`src/rtl/msi_pq_pkg.sv`:
```
package msi_pq_pkg;

    // Outcome of evaluating one trigger against a source entry
    typedef enum logic [1:0] {
        ACT_DROP  = 2'd0,
        ACT_SEND  = 2'd1,
        ACT_QUEUE = 2'd2
    } pq_act_e;

endpackage

```
`src/rtl/msi_pq_decide.sv`:
```
module msi_pq_decide
    import msi_pq_pkg::*;
#(
    parameter int PRIO_W = 8
) (
    input  logic              p_in,
    input  logic              q_in,
    input  logic              resend,
    input  logic [PRIO_W-1:0] prio,
    output pq_act_e           act,
    output logic              p_out,
    output logic              q_out
);

    logic [1:0] eff_st;

    always_comb begin
        // A resend looks at neither stored bit
        eff_st = resend ? 2'b00 : {p_in, q_in};
        p_out  = p_in;
        q_out  = q_in;
        act    = ACT_DROP;
        unique case (eff_st)
            2'b00: begin
                if (prio == {PRIO_W{1'b1}}) begin
                    act   = ACT_QUEUE;
                    q_out = 1'b1;
                end else begin
                    act   = ACT_SEND;
                    p_out = 1'b1;
                end
            end
            2'b10: begin
                act   = ACT_QUEUE;
                q_out = 1'b1;
            end
            default: begin
                act = ACT_DROP;
            end
        endcase
    end

endmodule

```
`src/rtl/msi_rsd_map.sv`:
```
module msi_rsd_map #(
    parameter int NUM_SRC  = 16,
    parameter int GRP_SIZE = 4,
    localparam int SRC_W   = $clog2(NUM_SRC),
    localparam int NUM_GRP = NUM_SRC / GRP_SIZE
) (
    input  logic               clk,
    input  logic               rst_n,
    input  logic               set_en,
    input  logic [SRC_W-1:0]   set_idx,
    input  logic               clr_en,
    input  logic [SRC_W-1:0]   clr_idx,
    output logic [NUM_SRC-1:0] map_q,
    output logic [NUM_GRP-1:0] sum_q
);

    logic [NUM_SRC-1:0] map_d;
    logic [NUM_GRP-1:0] sum_d;

    always_comb begin
        map_d = map_q;
        if (clr_en) map_d[clr_idx] = 1'b0;
        if (set_en) map_d[set_idx] = 1'b1;
    end

    for (genvar g = 0; g < NUM_GRP; g++) begin : g_sum
        assign sum_d[g] = |map_d[g*GRP_SIZE +: GRP_SIZE];
    end

    always_ff @(posedge clk) begin
        if (!rst_n) begin
            map_q <= '0;
            sum_q <= '0;
        end else begin
            map_q <= map_d;
            sum_q <= sum_d;
        end
    end

endmodule

```
`src/rtl/msi_pq_gate.sv`:
```
module msi_pq_gate
    import msi_pq_pkg::*;
#(
    parameter int NUM_SRC  = 16,
    parameter int SRV_W    = 8,
    parameter int PRIO_W   = 8,
    parameter int GEN_W    = 2,
    parameter int IRQ_W    = 12,
    parameter int IRQ_BASE = 256,
    parameter int GRP_SIZE = 4,
    localparam int SRC_W   = $clog2(NUM_SRC),
    localparam int DST_W   = SRV_W - 2,
    localparam int NUM_GRP = NUM_SRC / GRP_SIZE
) (
    input  logic               clk,
    input  logic               rst_n,
    input  logic               cfg_we,
    input  logic [SRC_W-1:0]   cfg_idx,
    input  logic               cfg_valid,
    input  logic [SRV_W-1:0]   cfg_server,
    input  logic [PRIO_W-1:0]  cfg_prio,
    input  logic [GEN_W-1:0]   cfg_gen,
    input  logic               trig_valid,
    input  logic [SRC_W-1:0]   trig_src,
    input  logic               trig_resend,
    input  logic               rej_valid,
    input  logic [SRC_W-1:0]   rej_src,
    output logic               dlv_valid,
    output logic [DST_W-1:0]   dlv_server,
    output logic [IRQ_W-1:0]   dlv_irq,
    output logic [PRIO_W-1:0]  dlv_prio,
    output logic [GEN_W-1:0]   dlv_gen,
    input  logic [SRC_W-1:0]   rd_idx,
    output logic               rd_valid,
    output logic               rd_pend,
    output logic               rd_queued,
    output logic [GEN_W-1:0]   rd_lgen,
    output logic [NUM_SRC-1:0] rsd_map,
    output logic [NUM_GRP-1:0] rsd_sum
);

    localparam logic [IRQ_W-1:0] BASE_L = IRQ_W'(IRQ_BASE);

    typedef struct packed {
        logic              vld;
        logic [SRV_W-1:0]  srv;
        logic [PRIO_W-1:0] prio;
        logic [GEN_W-1:0]  gen;
        logic [GEN_W-1:0]  lgen;
        logic              p;
        logic              q;
    } ent_t;

    typedef struct packed {
        ent_t [NUM_SRC-1:0] ent;
        logic               dv;
        logic [DST_W-1:0]   dsrv;
        logic [IRQ_W-1:0]   dirq;
        logic [PRIO_W-1:0]  dprio;
        logic [GEN_W-1:0]   dgen;
    } state_t;

    state_t st_d, st_q;

    ent_t    cur_ent;
    logic    accept;
    pq_act_e act;
    logic    nxt_p, nxt_q;
    logic [NUM_SRC-1:0] vld_vec;

    assign cur_ent = st_q.ent[trig_src];
    assign accept  = trig_valid && cur_ent.vld;

    msi_pq_decide #(.PRIO_W(PRIO_W)) u_decide (
        .p_in   (cur_ent.p),
        .q_in   (cur_ent.q),
        .resend (trig_resend),
        .prio   (cur_ent.prio),
        .act    (act),
        .p_out  (nxt_p),
        .q_out  (nxt_q)
    );

    always_comb begin
        st_d    = st_q;
        st_d.dv = 1'b0;
        // 1. trigger evaluated on the registered entry
        if (accept) begin
            st_d.ent[trig_src].p = nxt_p;
            st_d.ent[trig_src].q = nxt_q;
            if (act == ACT_SEND) begin
                st_d.dv                 = 1'b1;
                st_d.dsrv               = cur_ent.srv[SRV_W-1:2];
                st_d.dirq               = IRQ_W'(trig_src) + BASE_L;
                st_d.dprio              = cur_ent.prio;
                st_d.dgen               = cur_ent.gen;
                st_d.ent[trig_src].lgen = cur_ent.gen;
            end
        end
        // 2. reject drops pending after the trigger
        if (rej_valid) begin
            st_d.ent[rej_src].p = 1'b0;
        end
        // 3. entry write overrides the addressed entry
        if (cfg_we) begin
            st_d.ent[cfg_idx].vld  = cfg_valid;
            st_d.ent[cfg_idx].srv  = cfg_server;
            st_d.ent[cfg_idx].prio = cfg_prio;
            st_d.ent[cfg_idx].gen  = cfg_gen;
            st_d.ent[cfg_idx].lgen = '0;
            st_d.ent[cfg_idx].p    = 1'b0;
            st_d.ent[cfg_idx].q    = 1'b0;
        end
    end

    always_ff @(posedge clk) begin
        if (!rst_n) st_q <= '0;
        else        st_q <= st_d;
    end

    msi_rsd_map #(.NUM_SRC(NUM_SRC), .GRP_SIZE(GRP_SIZE)) u_rsd (
        .clk     (clk),
        .rst_n   (rst_n),
        .set_en  (rej_valid),
        .set_idx (rej_src),
        .clr_en  (accept && trig_resend),
        .clr_idx (trig_src),
        .map_q   (rsd_map),
        .sum_q   (rsd_sum)
    );

    for (genvar s = 0; s < NUM_SRC; s++) begin : g_vld
        assign vld_vec[s] = st_q.ent[s].vld;
    end

    assign dlv_valid  = st_q.dv;
    assign dlv_server = st_q.dsrv;
    assign dlv_irq    = st_q.dirq;
    assign dlv_prio   = st_q.dprio;
    assign dlv_gen    = st_q.dgen;

    assign rd_valid  = st_q.ent[rd_idx].vld;
    assign rd_pend   = st_q.ent[rd_idx].p;
    assign rd_queued = st_q.ent[rd_idx].q;
    assign rd_lgen   = st_q.ent[rd_idx].lgen;

endmodule

```
`config.mk`:
```
export PLATFORM = sky130hd
export DESIGN_NAME = msi_pq_gate
export DESIGN_NICKNAME = d
export VERILOG_FILES = /design/src/rtl/msi_pq_pkg.sv /design/src/rtl/msi_pq_decide.sv /design/src/rtl/msi_rsd_map.sv /design/src/rtl/msi_pq_gate.sv
export SDC_FILE = /design/constraint.sdc
export NUM_CORES = 1
export LEC_CHECK = 0
export BUFFER_PORTS_ARGS = -buffer_cell sky130_fd_sc_hd__buf_2
export CAP_MARGIN = 20
export CORE_MARGIN = 2
export CORE_UTILIZATION = 46
export CTS_CLUSTER_SIZE = 16
export DETAILED_ROUTE_END_ITERATION = 16
export PLACE_DENSITY = 0.68
export SKIP_LAST_GASP = 1
export SYNTH_ARGS = -nofsm -noshare
export SYNTH_HDL_FRONTEND = slang
export SYNTH_SLANG_ARGS = --single-unit
```
`constraint.sdc`:
```
create_clock -name clk -period 4.45 [get_ports clk]
set_clock_uncertainty 0.15 [all_clocks]
set_input_delay 0.6675 -clock clk [delete_from_list [all_inputs] [get_ports clk]]
set_output_delay 0.6675 -clock clk [all_outputs]
set_load 0.01 [all_outputs]
```
==> results by group, run 1 <==
Outcome
  • Status: completed

GRT
  • Largest net degree at the start of global routing: 183
  • Vias in the first global route: 13900
  • Total GRT Usage: 26.1%
  • Global route overflow: 0
  • Antenna violations before repair: 1
  • Global-route wire length before repair: 78.9 mm

Final layout
  • Layout cells sized above 1: 16.2%
  • Area of the multi-input gates: 0.00880 mm²
  • Final Core Density: 52.1%
  • Area growth, synth to finish: 11.0%
  • Reg area: 0.00757 mm²
  • Nets: 1993
  • Fillers: 3286

Worst setup path
  • Worst-path cell chain: buf_4 > mux4_2 > a22oi_1 > nand2_1 > nand4_4 > a2bb2oi_4 > a21oi_1
  • Worst reg2reg startpoint: st_q[189]$_SDFFE_PN0P_
  • WS Path Type: input port to flip-flop
  • Setup crit start kind: input port
  • Largest stage delay on the critical path: 0.77 ns
  • Worst-path maximum fanout: 51
  • Crit path DAT: 3.64 ns
  • CP Data Required Time: 4.72 ns
  • Kind of end point of the critical path: flip-flop
  • Slowest CP cell: buf_4
  • CP Launch Point: trig_src[0]

Clock network
  • Worst-path clk slew: 0.06 ns
  • CTS buffer count: 39
  • H-tree Lvls: 2
  • Worst-skew pair later-pin latency: 0.55 ns
  • Root Buffer: clkbuf_16
  • # resized after CTS: 0
  • CTS tree: built
  • Clock Sinks: 378
  • Deepest clock path buffer count: 3
  • Post-CTS Setup Bufs: 0
  • Cts hold-fix bufs: 0

Timing
  • Crit share post-route: 75.9%
  • TNS Setup: 0 ns
  • Final hold viol count: 0
  • Tmin final: 3.38 ns
  • Slew @ Worst Pin: 1.17 ns
  • # setup viols final: 0
  • Slew Limit Fails: 0
  • Max_slew headroom: 21.8%
  • Unrepaired setup endpoints after global routing: no
  • Fmax: 296 MHz

Logic synthesis
  • Most frequent cells after synthesis: nand2_1 (674), dfxtp_1 (378), a21oi_1 (303)
  • Top cell type's share of synthesized area: 43.8%
  • Synthesized cell area: 0.0173 mm²
  • Main synth FF type: dfxtp_1
  • Yosys warning count: 0
  • Register area share after synthesis: 43.8%
  • Synthesis-stage register bit count: 378
  • Synth area leaders: dfxtp_1 (44%), nand2_1 (15%), mux4_2 (14%)
  • Library cells used by synthesis: 49
  • Post-synth EDFFs: 0
  • Fraction of registers with async set/reset: 0%
  • Yosys top cell by area: dfxtp_1
  • Post-Synthesis Cells: 1978
  • Syn_area_per_cell: 8.74 µm²
  • Count leader, synth: nand2_1

Floorplanning
  • I/O Pins: 95
  • Row cnt: 70
  • Die footprint: 0.0391 mm²
  • Core Area: 0.0368 mm²
  • Starting Density: 47.0%
  • Die X: 198 µm
  • Die height: 198 µm

Route
  • Avg Vias per Cell: 6.00
  • # DRC: 0
  • Final ANT Viol Nets: 0
  • Initial DRC count: 1562
  • DR pass1 iterations: 5
  • Via count: 14700
  • DRT Wirelength: 51.8 mm
  • Average wire per cell in the routed design: 21.1 µm

Place
  • Placer Congestion: 0.898
  • Dpl hpwl: 32.6 mm
  • PortBufs: 85

Power and ir drop
  • Pwr Total: 0.00753 W
  • PwrDens: 393 mW/mm²
  • Leak: 6.90 nW
  • VDD IR-drop max: 0.215 mV

Min path
  • Min-delay src: st_q[269]$_SDFFE_PN0P_
  • Hold crit path type: flip-flop to flip-flop

Job
  • Max cap viols: 0
final timing paths:
path / to / slack (ns) / depth (start not counted)
worst min-delay path: st_q[269]$_SDFFE_PN0P_ / 0.30 / 2
worst max register to register: st_q[78]$_SDFF_PN0_ / 1.80 / 6
worst max-delay path: st_q[52]$_SDFF_PN0_ / 1.07 / 7
worst min register to register: st_q[269]$_SDFFE_PN0P_ / 0.30 / 2
cells by family (layout without fill, tap and decap cells):
kind of cell           after synthesis  in the layout  share of synthesized area (%)
AOI/OAI and AO/OA                  412            412                           13.6
buffers and inverters              205            204                           5.75
DFF                                378            378                           43.8
muxes                              170            170                           17.7
other                                1              8                         0.0217
and+or+nand+nor                    812            812                           19.2
worst max-delay path: cells and delay by family:
kind                   cells  cell delay, ns
AOI/OAI and AO/OA          3            0.97
buffers and inverters      1            0.77
muxes                      1            0.60
and+or+nand+nor            2            0.58
cell usage in the layout, fill, tap and decap left out, types with 8 or more instances in the layout:
cell       count
a21oi_1      303
a22oi_1       16
a31oi_1       27
and2_1        20
buf_2         83
buf_4         38
bufinv_16      8
clkbuf_16     40
clkinv_2       8
dfxtp_1      378
mux2i_1       61
mux4_2       108
nand2_1      674
nand3_1       34
nor2_1        42
o211ai_1      32
o21ai_0       13
flip-flops by register name (all words and copies together) (netlist names):
| name | count |
|---|---|
| st_q | 336 |
| u_rsd.map_q | 16 |
| dlv_prio | 8 |
| dlv_server | 6 |
| dlv_irq | 5 |
| u_rsd.sum_q | 4 |
| dlv_gen | 2 |
| dlv_valid | 1 |
report_power, final:
part           switching, W  internal [W]
Combinational      0.000322      0.000130
Sequential        0.0000190       0.00342
Clock               0.00140       0.00224
final cells by class:
cell class	count	share of cell area (%)
diodes	1	0.0131
flip-flops and latches	378	39.5
clock inverters	21	1.72
repair buffers	123	3.84
well taps	468	3.05
inverters	9	0.215
clock buffers	51	5.80
multi-input cells	1401	45.9
per-stage QoR:
step	area, µm²	setup WS [ns]	hold WS, ns	std cells
2_1_floorplan	17300	1.40	0.276	1984
4_1_cts	19200	1.08	0.302	2450
3_5_place_dp	17700	0.571	0.293	2378
5_1_grt	19200	0.827	0.316	2452
3_3_place_gp	17700	0.586	0.282	2378
6_report	19200	1.07	0.300	2452
metal layers:
metal / global-route usage (%) / vias up / wire length (µm)
met1: 33.9 / 7126 / 20400
met3: 4.38 / 122 / 4930
li1: - / 6739 / -
met4: 10.5 / 0 / 1870
met2: 43.5 / 728 / 24600
met5: 0 / - / 0
(Power assumes the default switching activity.)
==> run 2: changes to the inputs <==
==> constraint.sdc (replaced) <==
create_clock -name clk -period 3.3 [get_ports clk]
set_clock_uncertainty 0.15 [all_clocks]
set_input_delay 0.495 -clock clk [delete_from_list [all_inputs] [get_ports clk]]
set_output_delay 0.495 -clock clk [all_outputs]
set_load 0.01 [all_outputs]
==> run 2 against run 1 <==
Against the previous run:
- first-iteration DRC count up 2.6%
- die area unchanged
- via count rose by 1.8%
- sequential cell count is the same
- routed wire length up 3.3%
- critical path type is now input port to primary output
- global-route usage rose by 1.2 points
==> results by group, run 2 (synthesized netlist as in run 1, its figures left out) <==
Timing
  • Max_slew headroom: 32.5% (+11 points)
  • Unrepaired setup endpoints after global routing: no
  • # setup viols final: 0 (unchanged)
  • TNS Setup: 0 ns (unchanged)
  • Crit share post-route: 85.7%
  • Tmin final: 2.83 ns
  • Slew Limit Fails: 0 (unchanged)
  • Slew @ Worst Pin: 1.01 ns (-0.159 ns)
  • Final hold viol count: 0 (unchanged)
  • Fmax: 354 MHz

Floorplanning
  • Row cnt: 70 (unchanged)
  • Die X: 198 µm (unchanged)
  • Die height: 198 µm (unchanged)
  • Starting Density: 47.0% (unchanged)
  • I/O Pins: 95 (unchanged)
  • Core Area: 0.0368 mm² (unchanged)
  • Die footprint: 0.0391 mm² (unchanged)

Final layout
  • Area of the multi-input gates: 0.00877 mm² (-0.28%)
  • Max FFs per register: 336 (unchanged)
  • Area growth, synth to finish: 11.6%
  • Fillers: 3311 (+0.76%)
  • Commonest non-fill, non-tap cell in the layout: nand2_1
  • Most flop-heavy register: st_q
  • Commonest cells after routing, fill and taps aside: nand2_1 (674), dfxtp_1 (378), a21oi_1 (303), mux4_2 (108), buf_2 (83)
  • Layout cells sized above 1: 17.3% (+1.0 points)
  • Nets: 2023 (+1.5%)
  • Reg area: 0.00757 mm² (unchanged)
  • Final Core Density: 52.4% (+0.31 points)

Worst setup path
  • Top Family by Delay on Critical Path: multiplexers
  • Crit path DAT: 2.18 ns (-1.46 ns)
  • Slowest CP cell: mux4_2
  • WS Path Type: input port to primary output
  • FF-to-FF path depth: 6 (unchanged)
  • Kind of end point of the critical path: primary output
  • Worst reg2reg startpoint: st_q[97]$_SDFFE_PN0P_
  • Crit Reg-Reg Endpoint: st_q[31]$_SDFF_PN0_
  • CP Data Required Time: 2.65 ns (-2.07 ns)
  • WP buf/inv: 3 (+2)
  • Worst-path maximum fanout: 13 (-75%)
  • R2R Setup Slk: 0.73 ns (-1.07 ns)
  • Total number of cells along the worst setup path: 5 (-2)
  • Worst-path cell chain: buf_2 > buf_12 > mux4_2 > mux4_2 > buf_2
  • Largest stage delay on the critical path: 0.56 ns (-0.21 ns)
  • Setup crit start kind: input port

Clock network
  • Worst-path clk slew: 0.06 ns (about the same)
  • H-tree Lvls: 2 (unchanged)
  • # resized after CTS: 0 (unchanged)
  • Deepest clock path buffer count: 3 (unchanged)
  • Clock Sinks: 378 (unchanged)
  • Root Buffer: clkbuf_16
  • Worst-skew pair later-pin latency: 0.54 ns (about the same)
  • Cts hold-fix bufs: 0 (unchanged)
  • CTS tree: built
  • Post-CTS Setup Bufs: 0 (unchanged)
  • CTS buffer count: 39 (unchanged)

Route
  • DRT Wirelength: 53.5 mm (+3.3%)
  • Avg Vias per Cell: 6.05 (+0.74%)
  • DR pass1 iterations: 7 (+2)
  • Via count: 15000 (+1.8%)
  • Initial DRC count: 1603 (+2.6%)
  • # DRC: 0 (unchanged)
  • Average wire per cell in the routed design: 21.6 µm (+2.3%)
  • Final ANT Viol Nets: 0 (unchanged)

GRT
  • Antenna violations before repair: 0 (-1)
  • Total GRT Usage: 27.3% (+1.2 points)
  • Global route overflow: 0 (unchanged)
  • Vias in the first global route: 14600 (+5.0%)
  • Largest net degree at the start of global routing: 133 (-27%)
  • Global-route wire length before repair: 82.6 mm (+4.6%)

Min path
  • Min-delay src: cfg_prio[7]
  • Hold depth: 3 (+1)
  • Hold crit path type: input port to flip-flop
  • Hold EP: st_q[272]$_SDFFE_PN0P_

Place
  • Placer Congestion: 0.932 (+3.8%)
  • Dpl hpwl: 34.5 mm (+5.7%)
  • PortBufs: 85 (unchanged)

Power and ir drop
  • VDD IR-drop max: 0.301 mV (+40%)
  • Leak: 6.99 nW (+1.3%)
  • PwrDens: 504 mW/mm² (+28%)

Outcome
  • Status: completed

Job
  • Max cap viols: 0 (unchanged)
==> run 2: cell types whose count changed in the layout (fill, tap and decap cells not counted), sizes merged <==
cell	previous run	this run
bufinv	8	2
clkbuf	51	55
inv	10	9
buf	123	153
clkinv	11	10
clkinvlp	1	0
==> run 2: layout make-up <==
type / instances / area share [%]
diodes: 1 / 0.0130
clock inverters: 12 / 0.688
multi-input cells: 1401 / 45.5
clock buffers: 55 / 5.99
well taps: 468 / 3.04
inverters: 9 / 0.214
repair buffers: 153 / 5.33
flip-flops and latches: 378 / 39.2
==> run 2: stage by stage <==
step / hold slack, ns / std cells / power (W) / worst slack [ns] / cell area, µm²
2_1_floorplan: 0.276 / 1984 / 0.00517 / 0.592 / 17300
3_3_place_gp: 0.283 / 2409 / 0.00536 / 0.127 / 18000
3_5_place_dp: 0.290 / 2409 / 0.00537 / 0.125 / 18000
4_1_cts: 0.194 / 2476 / 0.00975 / 0.472 / 19300
5_1_grt: 0.202 / 2476 / 0.00997 / 0.416 / 19300
6_report: 0.202 / 2477 / 0.00972 / 0.472 / 19300
==> run 2: power by group <==
part / internal (W) / total [W] / switching (W) / leakage, nW
sequential: 0.00461 / 0.00464 / 0.0000261 / 3.05
combinational: 0.000198 / 0.000644 / 0.000446 / 3.29
clock: 0.00260 / 0.00444 / 0.00184 / 0.645
total: 0.00741 / 0.00972 / 0.00231 / 6.99
==> run 2: layer usage <==
metal  up-vias  track usage [%]  wire length [µm]
met4         0             11.8              2200
met2       855             45.1             25300
met1      7175             35.4             20900
met5         -                0                 0
met3       162             4.46              5100
li1       6783                -                 -
==> run 2: tightest hold or removal path, cell delays in order <==
cell	delay, ns
buf_2	0.20
nand2_1	0.09
a21oi_1	0.05
==> run 2: worst max-delay path by stage <==
stage	startpoint	to	slack, ns
after floorplan	rd_idx[0]	rd_pend	0.59
after global placement	trig_src[1]	dlv_gen[0]$_SDFFE_PN0P_	0.13
after detailed placement	trig_src[1]	dlv_prio[6]$_SDFFE_PN0P_	0.13
after CTS	rd_idx[0]	rd_queued	0.47
after global routing	rd_idx[0]	rd_pend	0.42
final	rd_idx[0]	rd_pend	0.47
